**src/rtl/byte_timer16_pkg.sv**
```systemverilog
package byte_timer16_pkg;
  localparam int DATA_W  = 8;
  localparam int WORD_W  = 16;
  localparam int NUM_CMP = 2;
  localparam int PRE_W   = 10;

  typedef enum logic [2:0] {
    CS_STOP, CS_DIV1, CS_DIV8, CS_DIV64,
    CS_DIV256, CS_DIV1024, CS_EXT_FALL, CS_EXT_RISE
  } clk_sel_e;

  localparam logic [2:0] A_CNT_LO  = 3'd0;
  localparam logic [2:0] A_CTRL    = 3'd6;
  localparam logic [2:0] A_FLAGS   = 3'd7;

  // number of low prescaler bits that must be all ones for a tick
  function automatic int tap_shift(input logic [2:0] cs);
    case (cs)
      3'd1:    return 0;
      3'd2:    return 3;
      3'd3:    return 6;
      3'd4:    return 8;
      default: return 10;
    endcase
  endfunction

  function automatic logic [PRE_W-1:0] tap_mask(input logic [2:0] cs);
    return PRE_W'((1 << tap_shift(cs)) - 1);
  endfunction

  function automatic logic [WORD_W-1:0] join_bytes(input logic [DATA_W-1:0] hi,
                                                   input logic [DATA_W-1:0] lo);
    return {hi, lo};
  endfunction

  function automatic logic [WORD_W-1:0] step_count(input logic [WORD_W-1:0] v);
    return v + WORD_W'(1);
  endfunction
endpackage

```
**src/rtl/byte_timer16_tick.sv**
```systemverilog
module byte_timer16_tick
  import byte_timer16_pkg::*;
(
  input  logic       clk,
  input  logic       rst_n,
  input  logic [2:0] clk_sel,
  input  logic       ext_in,
  output logic       tick
);
  logic [PRE_W-1:0] pre_q;
  logic             sync1_q, sync2_q, last_q;
  logic             ext_rise, ext_fall;

  always_ff @(posedge clk) begin
    if (!rst_n) begin
      pre_q   <= '0;
      sync1_q <= 1'b0;
      sync2_q <= 1'b0;
      last_q  <= 1'b0;
    end else begin
      pre_q   <= pre_q + PRE_W'(1);
      sync1_q <= ext_in;
      sync2_q <= sync1_q;
      last_q  <= sync2_q;
    end
  end

  assign ext_rise = sync2_q & ~last_q;
  assign ext_fall = ~sync2_q & last_q;

  always_comb begin
    case (clk_sel)
      CS_STOP:     tick = 1'b0;
      CS_EXT_FALL: tick = ext_fall;
      CS_EXT_RISE: tick = ext_rise;
      default:     tick = (pre_q & tap_mask(clk_sel)) == tap_mask(clk_sel);
    endcase
  end

  AST_EXT_SINGLE_COUNT: assert property (@(posedge clk) disable iff (!rst_n)
    (clk_sel == CS_EXT_RISE && $past(clk_sel) == CS_EXT_RISE && tick) |=> !tick);
endmodule

```
**src/rtl/byte_timer16_core.sv**
```systemverilog
module byte_timer16_core
  import byte_timer16_pkg::*;
(
  input  logic                             clk,
  input  logic                             rst_n,
  input  logic                             tick,
  input  logic                             cnt_wr,
  input  logic [NUM_CMP-1:0]               cmp_wr,
  input  logic [WORD_W-1:0]                wdata,
  input  logic [NUM_CMP-1:0]               tog_en,
  input  logic [NUM_CMP-1:0]               flag_clr,
  output logic [WORD_W-1:0]                cnt_q,
  output logic [NUM_CMP-1:0][WORD_W-1:0]   cmp_q,
  output logic [NUM_CMP-1:0]               flag_q,
  output logic [NUM_CMP-1:0]               wave_q,
  output logic [NUM_CMP-1:0]               match
);
  logic block_q;

  always_ff @(posedge clk) begin
    if (!rst_n) begin
      cnt_q   <= '0;
      block_q <= 1'b0;
    end else begin
      if (cnt_wr)    cnt_q <= wdata;
      else if (tick) cnt_q <= step_count(cnt_q);
      if (cnt_wr)    block_q <= 1'b1;
      else if (tick) block_q <= 1'b0;
    end
  end

  for (genvar i = 0; i < NUM_CMP; i++) begin : g_unit
    assign match[i] = tick & ~block_q & ~cnt_wr & (cnt_q == cmp_q[i]);

    always_ff @(posedge clk) begin
      if (!rst_n) begin
        cmp_q[i]  <= '0;
        flag_q[i] <= 1'b0;
        wave_q[i] <= 1'b0;
      end else begin
        if (cmp_wr[i])        cmp_q[i]  <= wdata;
        if (match[i])         flag_q[i] <= 1'b1;
        else if (flag_clr[i]) flag_q[i] <= 1'b0;
        if (match[i] && tog_en[i]) wave_q[i] <= ~wave_q[i];
      end
    end

    AST_FLAG_ON_MATCH: assert property (@(posedge clk) disable iff (!rst_n)
      match[i] |=> flag_q[i]);
    AST_WAVE_TOGGLE: assert property (@(posedge clk) disable iff (!rst_n)
      (match[i] && tog_en[i]) |=> wave_q[i] != $past(wave_q[i]));
    AST_WAVE_HOLD: assert property (@(posedge clk) disable iff (!rst_n)
      (!match[i]) |=> $stable(wave_q[i]));
    AST_BLOCKED_TICK: assert property (@(posedge clk) disable iff (!rst_n)
      (block_q && tick && !flag_q[i]) |=> !flag_q[i]);
  end

  AST_INC_ONE: assert property (@(posedge clk) disable iff (!rst_n)
    (tick && !cnt_wr) |=> cnt_q == $past(cnt_q) + 16'd1);
  AST_NO_TICK_HOLD: assert property (@(posedge clk) disable iff (!rst_n)
    (!tick && !cnt_wr) |=> $stable(cnt_q));
endmodule

```
**src/rtl/byte_timer16.sv**
```systemverilog
module byte_timer16
  import byte_timer16_pkg::*;
(
  input  logic        clk,
  input  logic        rst_n,
  input  logic [2:0]  bus_addr,
  input  logic        bus_wr,
  input  logic        bus_rd,
  input  logic [7:0]  bus_wdata,
  output logic [7:0]  bus_rdata,
  input  logic        ext_clk_in,
  output logic [1:0]  wave_o,
  output logic [1:0]  flag_o
);
  localparam int CTRL_W = 3 + NUM_CMP;

  logic [DATA_W-1:0]               temp_q;
  logic [CTRL_W-1:0]               ctrl_q;
  logic                            is_word, is_hi, is_lo, lo_wr, lo_rd;
  logic [1:0]                      word_idx;
  logic [WORD_W-1:0]               word_sel, wdata16;
  logic                            tick, cnt_wr;
  logic [NUM_CMP-1:0]              cmp_wr, flag_clr, match;
  logic [WORD_W-1:0]               cnt_q;
  logic [NUM_CMP-1:0][WORD_W-1:0]  cmp_q;
  logic [NUM_CMP-1:0]              flag_q, wave_q;

  assign is_word  = bus_addr < A_CTRL;
  assign is_hi    = is_word & bus_addr[0];
  assign is_lo    = is_word & ~bus_addr[0];
  assign word_idx = bus_addr[2:1];
  assign lo_wr    = bus_wr & is_lo;
  assign lo_rd    = bus_rd & ~bus_wr & is_lo;
  assign wdata16  = join_bytes(temp_q, bus_wdata);
  assign cnt_wr   = lo_wr & (word_idx == 2'd0);
  assign flag_clr = (bus_wr && bus_addr == A_FLAGS) ? bus_wdata[NUM_CMP-1:0] : '0;

  for (genvar i = 0; i < NUM_CMP; i++) begin : g_dec
    assign cmp_wr[i] = lo_wr & (word_idx == 2'(i + 1));
  end

  always_comb begin
    case (word_idx)
      2'd0:    word_sel = cnt_q;
      2'd1:    word_sel = cmp_q[0];
      default: word_sel = cmp_q[1];
    endcase
  end

  always_ff @(posedge clk) begin
    if (!rst_n) begin
      temp_q <= '0;
      ctrl_q <= '0;
    end else begin
      if (bus_wr && is_hi) temp_q <= bus_wdata;
      else if (lo_rd)      temp_q <= word_sel[WORD_W-1:DATA_W];
      if (bus_wr && bus_addr == A_CTRL) ctrl_q <= bus_wdata[CTRL_W-1:0];
    end
  end

  always_comb begin
    bus_rdata = '0;
    if (bus_rd) begin
      if (is_hi)                    bus_rdata = temp_q;
      else if (is_lo)               bus_rdata = word_sel[DATA_W-1:0];
      else if (bus_addr == A_CTRL)  bus_rdata = DATA_W'(ctrl_q);
      else                          bus_rdata = DATA_W'(flag_q);
    end
  end

  byte_timer16_tick u_tick (
    .clk     (clk),
    .rst_n   (rst_n),
    .clk_sel (ctrl_q[2:0]),
    .ext_in  (ext_clk_in),
    .tick    (tick)
  );

  byte_timer16_core u_core (
    .clk      (clk),
    .rst_n    (rst_n),
    .tick     (tick),
    .cnt_wr   (cnt_wr),
    .cmp_wr   (cmp_wr),
    .wdata    (wdata16),
    .tog_en   (ctrl_q[CTRL_W-1:3]),
    .flag_clr (flag_clr),
    .cnt_q    (cnt_q),
    .cmp_q    (cmp_q),
    .flag_q   (flag_q),
    .wave_q   (wave_q),
    .match    (match)
  );

  assign wave_o = wave_q;
  assign flag_o = flag_q;

  AST_HI_WRITE_TEMP: assert property (@(posedge clk) disable iff (!rst_n)
    (bus_wr && is_hi) |=> temp_q == $past(bus_wdata));
  AST_LO_COMMIT: assert property (@(posedge clk) disable iff (!rst_n)
    cnt_wr |=> cnt_q == {$past(temp_q), $past(bus_wdata)});
  AST_LO_READ_LATCH: assert property (@(posedge clk) disable iff (!rst_n)
    (lo_rd && word_idx == 2'd0) |=> temp_q == $past(cnt_q[15:8]));
  AST_MATCH_ONEHOT_CHECK: assert property (@(posedge clk) disable iff (!rst_n)
    (cmp_q[0] != cmp_q[1]) |-> !(match[0] && match[1]));
endmodule

```
**config.mk**
```make
export PLATFORM = sky130hd
export DESIGN_NAME = byte_timer16
export DESIGN_NICKNAME = d
export VERILOG_FILES = /design/src/rtl/byte_timer16_pkg.sv /design/src/rtl/byte_timer16_tick.sv /design/src/rtl/byte_timer16_core.sv /design/src/rtl/byte_timer16.sv
export SDC_FILE = /design/constraint.sdc
export NUM_CORES = 1
export LEC_CHECK = 0
export BUFFER_PORTS_ARGS = -buffer_cell sky130_fd_sc_hd__clkbuf_2
export CAP_MARGIN = 5
export CORE_MARGIN = 1
export CORE_UTILIZATION = 65
export CTS_CLUSTER_SIZE = 14
export DETAILED_ROUTE_END_ITERATION = 12
export GPL_TIMING_DRIVEN = 0
export PLACE_DENSITY = 0.89
export SLEW_MARGIN = 40
export SYNTH_ARGS = -nofsm -noshare
export SYNTH_HDL_FRONTEND = slang
export SYNTH_HIERARCHICAL = 1
export SYNTH_SLANG_ARGS = --single-unit
```
**constraint.sdc**
```tcl
create_clock -name clk -period 7.4 [get_ports clk]
set_clock_uncertainty 0.05 [all_clocks]
set_input_delay 1.48 -clock clk [delete_from_list [all_inputs] [get_ports clk]]
set_output_delay 1.48 -clock clk [all_outputs]
set_load 0.05 [all_outputs]
```
Yosys cells after proc, flatten, opt, wreduce, memory -nomap -nowiden
Cells that the tools add are included.

Reductions and logical operators: 12. Bitwise gates (word level): 23. Mux-type cells: 19. Order comparisons: 1. $add $sub $neg: 3. Shift operators: 1. Equality and inequality tests: 13.

Operators by type and width (count): two-way mux 8 bit (5); == test 16 bit (2); two-way mux 16 bit (2); two-way mux 32 bit (1); one-hot mux 16 bit (2 select lines) (1); left shift 1 x 32 -> 10 bit (first input constant) (1); adder 16 x 1 -> 16 bit (second input constant) (1); one-hot mux 4 bit (4 select lines) (1); == test 3 bit (second input constant) (5); bitwise AND 1 bit (14); adder 10 x 1 -> 10 bit (second input constant) (1); bitwise AND 10 bit (1); == test 10 bit (1); subtractor 10 x 2 -> 10 bit (second input constant) (1); NOT 1 bit (8); nonzero test 2 bit (4); == test 3 x 2 -> 1 bit (second input constant) (2); two-way mux 1 bit (6); logical AND 1 bit (5); two-way mux 5 bit (1); == test 3 x 1 -> 1 bit (second input constant) (1); zero test 3 bit (1); less-than comparator 3 bit (second input constant) (1); one-hot mux 1 bit (3 select lines) (1); 5 further kinds (5).

Bits of input ports: 16. Register bits: 79. Output and inout bits: 12. Logic and storage cells: 86.

Longest topological paths before layout
Depth in word-level cells: 12. Mapped depth: 14. Mapped depth without buffers: 12.

Hierarchy
The synthesis kept the hierarchy.

Modules (own cells, without submodules): byte_timer16_core (sequential area each 1061.0 um2, cells an instance 276, times used 1, area each 2527.4 um2); byte_timer16 (sequential area each 260.2 um2, cells an instance 142, times used 1, area each 1187.4 um2); byte_timer16_tick (sequential area each 260.2 um2, cells an instance 77, times used 1, area each 688.2 um2).

Worst setup path after synthesis
Ideal clock, no wire load.

Kind: input to output. Start point: input port bus_addr[1]. End point: output port bus_rdata[6]. Setup slack: 3.121 ns. Arrival time: 2.749 ns. Data required time: 5.870 ns. Stages on the path: 6. Path buffers: 2. Cell sequence: buf_6 -> buf_4 -> mux2i_1 -> o21ai_0 -> mux2i_1 -> nor2_1.

Word-level cells in the longest chain between the ends: 5. Elaborated cells on any way between the ends: 9. Classes of those cells: order compare: 1; eq/ne: 1; mux: 4; bitwise: 2; reduce/logical: 1.

RTL lines: start, declared (RTL line byte_timer16.sv:6) `input logic [2:0] bus_addr,`; less-than comparator 3 bit, or another cell as far along (RTL line byte_timer16.sv:28) `assign is_word = bus_addr < A_CTRL;`; bitwise AND 1 bit / one-hot mux 16 bit (2 select lines) (equally long branches) (RTL line byte_timer16.sv:30, byte_timer16.sv:43); two-way mux 8 bit (RTL line byte_timer16.sv:65) `else if (is_lo) bus_rdata = word_sel[DATA_W-1:0];`; two-way mux 8 bit * (RTL line byte_timer16.sv:64) `if (is_hi) bus_rdata = temp_q;`; two-way mux 8 bit * (RTL line byte_timer16.sv:63) `if (bus_rd) begin`; end, declared (RTL line byte_timer16.sv:10) `output logic [7:0] bus_rdata,`.

Every way passes the cells marked *; elsewhere a longest branch is shown, timed or not.

Worst setup path in the final report
Start point: input port bus_addr[0]. End point: output port bus_rdata[1].

Word-level cells in the longest chain between the ends: 5. Elaborated cells on any way between the ends: 9. Classes of those cells: order compare: 1; eq/ne: 1; mux: 4; bitwise: 3.

RTL lines (RTL line): less-than comparator 3 bit, or another cell as far along (byte_timer16.sv:28); bitwise AND 1 bit / two-way mux 5 bit (equally long branches) (byte_timer16.sv:30, byte_timer16.sv:66); two-way mux 8 bit (byte_timer16.sv:65); two-way mux 8 bit * (byte_timer16.sv:64); two-way mux 8 bit * (byte_timer16.sv:63).

Marked as above.

==> impl_metrics.toml <==
[outcome]
status = "finished with violations"
violations = "design-rule violations"

[synthesis]
synthesis.area_mm2 = 0.00440
synth_nets = 514
synth.avg_cell_area_um2 = 8.89
ys_seq_elements = 79
synthArstFlopShare_pct = 0
synth.area.top_cells = "dfxtp_1 36%, mux2i_1 12%, xnor2_1 6.4%, nor2_1 4.3%, xor2_1 4.0%"
ys.flop_type = "dfxtp_1"
yosysWarningCount = 6
synthTopCellsByCount = "79 x dfxtp_1, 53 x mux2i_1, 51 x nor2_1, 37 x nand2_1, 32 x xnor2_1"
ys_types = 61
synth-edff-count = 0
synthMostInstantiatedCell = "dfxtp_1"
seq_area_frac_synth_pct = 35.9
synth_top_cell_by_area = "dfxtp_1"
synth_cells = 495
synth.top_cell.area_share_pct = 35.9

[clock_network]
htreeDepth = 3
cts-resized-gates = 0
cts.sinks = 79
holdBufCountCts = 0
postCtsSetupRepairBufs = 0
clock_latency_ns = 0.36
root_buffer = "clkbuf_8"
clock_path_buffers = 2
path_clk_slew_ns = 0.07
cts_tree = "built"
numCtsBuffers = 9

[worst_setup_path]
crit_family = "buffers and inverters"
cp_common_cell = "clkbuf_2"
cp_max_fo = 10
rr_worst_depth = 13
crit_path_top_delay_cell = "clkbuf_1"
start_kind = "input pin"
criticalPathCategory = "input pin to output port"
worstReg2RegEnd = "u_core/wave_q[0]"
ff2ff_setup_slack_ns = 3.71
crit_path_max_incr_delay_ns = 0.54
required_ns = 5.87
worst_setup_path_end_kind = "output port"
path_depth = 6
r2r-start = "ctrl_q[0]"
crit_chain = "clkbuf_2 > clkbuf_1 > o21ai_0 > a21oi_1 > o221a_1 > clkbuf_2"
crit_buf_inv = 3
worstPathArrival_ns = 3.02

[floorplanning]
coreArea_mm2 = 0.00646
initial_core_util_pct = 68.2
dieArea_mm2 = 0.00711
io_pins = 28
die_y_um = 84.3
placementRows = 29
chipWidth_um = 84.3

[routing]
vias_per_cell = 6.54
drc = 4
vias = 3996
drtIter0Drc = 577
wl_mm = 12.3
wl_per_cell_um = 20.1
drtAntennaViolNets = 0
drt_first_pass_iters = 10

[hold_path]
min-delay-start = "u_tick/sync1_q"
holdPathStages = 1
hp-class = "register to register"
hold_end = "u_tick/sync2_q"

[power_and_ir_drop]
ir_drop_mv = 0.155
powerDensity_mw_per_mm2 = 185
power.leakage_uw = 0.00181

[grt]
grt_max_degree = 13
track_usage_pct = 35.8
grt_antenna_before_repair = 0
grt-ovfl-total = 0
grt_pass1_wl_mm = 19.2
grt_pass1_vias = 3748

[layout]
n_antenna_cell = 0
area_delta_synth_final_pct = 9.69
layout.nets = 550
utilization_pct = 74.8
final_cells = 611
final_area_mm2 = 0.00483
drive_above_1_share_pct = 14.0

[sta]
hold_viol_final = 0
setup_viol = 0
fmax_mhz = 220
relSlewSlack_pct = 53.6
timing.final.crit_share_pct = 61.5
fin_tns_setup_ns = 0
fin_crit_ns = 4.55
tightestPinTransition_ns = 0.696
whs_ns = 0.382
maxSlewViolCount = 0
rsz0062_at_grt = "no"

[placement]
place_congestion = 0.993
place_area_mm2 = 0.00462
dp_hpwl_mm = 9.05
place_inst = 597
portBuffers = 25

[job]
maxCapViolCount = 0
[placed cells by master (no fill, tap or decap), types with 9 or more instances in the layout]
master	count
clkbuf_2	25
nor2b_1	10
xor2_1	20
mux2i_1	53
clkbuf_1	19
o21ai_0	30
dfxtp_1	79
nand3_1	9
a21oi_1	19
nor2_1	51
and2_1	15
xnor2_1	32
clkbuf_8	9
nand4_1	15
buf_2	10
nand2_1	37
[kinds of logic (layout without fill, tap and decap cells)]
| kind of cell | Yosys count | count (layout) | synth area share, % |
|---|---|---|---|
| multiplexers | 60 | 60 | 14.6 |
| other | 1 | 1 | 0.0852 |
| AO/OA/AOI/OAI | 80 | 80 | 12.0 |
| adder cells (fa/ha/maj) | 3 | 3 | 0.853 |
| AND/OR/NAND/NOR | 178 | 178 | 21.2 |
| XOR/XNOR | 53 | 53 | 10.7 |
| buffers and inverters | 41 | 80 | 4.63 |
| flip-flops | 79 | 79 | 35.9 |
[power breakdown]
part           switching, uW  internal, uW  leakage, uW  total [uW]
sequential              13.8           436     0.000641         449
clock                    154           186    0.0000982         340
combinational           66.3          38.2      0.00108         104
total                    234           660      0.00181         894
[cell type report]
| class | instances | area (um2) |
|---|---|---|
| Fill cell | 481 | 1630 |
| Timing Repair Buffer | 25 | 125 |
| Clock buffer | 10 | 128 |
| Clock inverter | 4 | 72.6 |
| Sequential cell | 79 | 1580 |
| Inverter | 6 | 22.5 |
| Buffer | 35 | 181 |
| Multi-Input combinational cell | 375 | 2620 |
| Tap cell | 77 | 96.3 |
[how the worst max path moves through the flow]
stage / slack, ns / startpoint / end
global placement: 3.01 / bus_addr[0] / bus_rdata[1]
global route: 2.84 / bus_addr[0] / bus_rdata[1]
CTS: 2.94 / bus_addr[0] / bus_rdata[1]
detailed placement: 2.95 / bus_addr[0] / bus_rdata[1]
finish: 2.85 / bus_addr[0] / bus_rdata[1]
floorplan: 3.12 / bus_addr[1] / bus_rdata[6]
[flip-flops by register name, indices dropped and copies added (netlist names)]
register and flops:
ctrl_q 5, temp_q 8, u_core/block_q 1, u_core/cmp_q 32
u_core/cnt_q 16, u_core/flag_q 2, u_core/wave_q 2, u_tick/last_q 1
u_tick/pre_q 10, u_tick/sync1_q 1, u_tick/sync2_q 1
[per-layer routing]
layer	global-route usage, %	routed length [um]	vias up
met3	9.83	1370	57
met2	57.8	5620	249
met4	17.2	561	0
met1	44.3	4740	1868
li1	-	-	1822
met5	0	0	-
[per-stage QoR]
stage / total power [uW] / worst slack (ns)
final: 894 / 2.85
after global routing: 920 / 2.84
after CTS: 892 / 2.94
after detailed placement: 559 / 2.95
after global placement: 556 / 3.01
after floorplan: 525 / 3.12
Note: power is estimated with default switching activity, not from simulation.
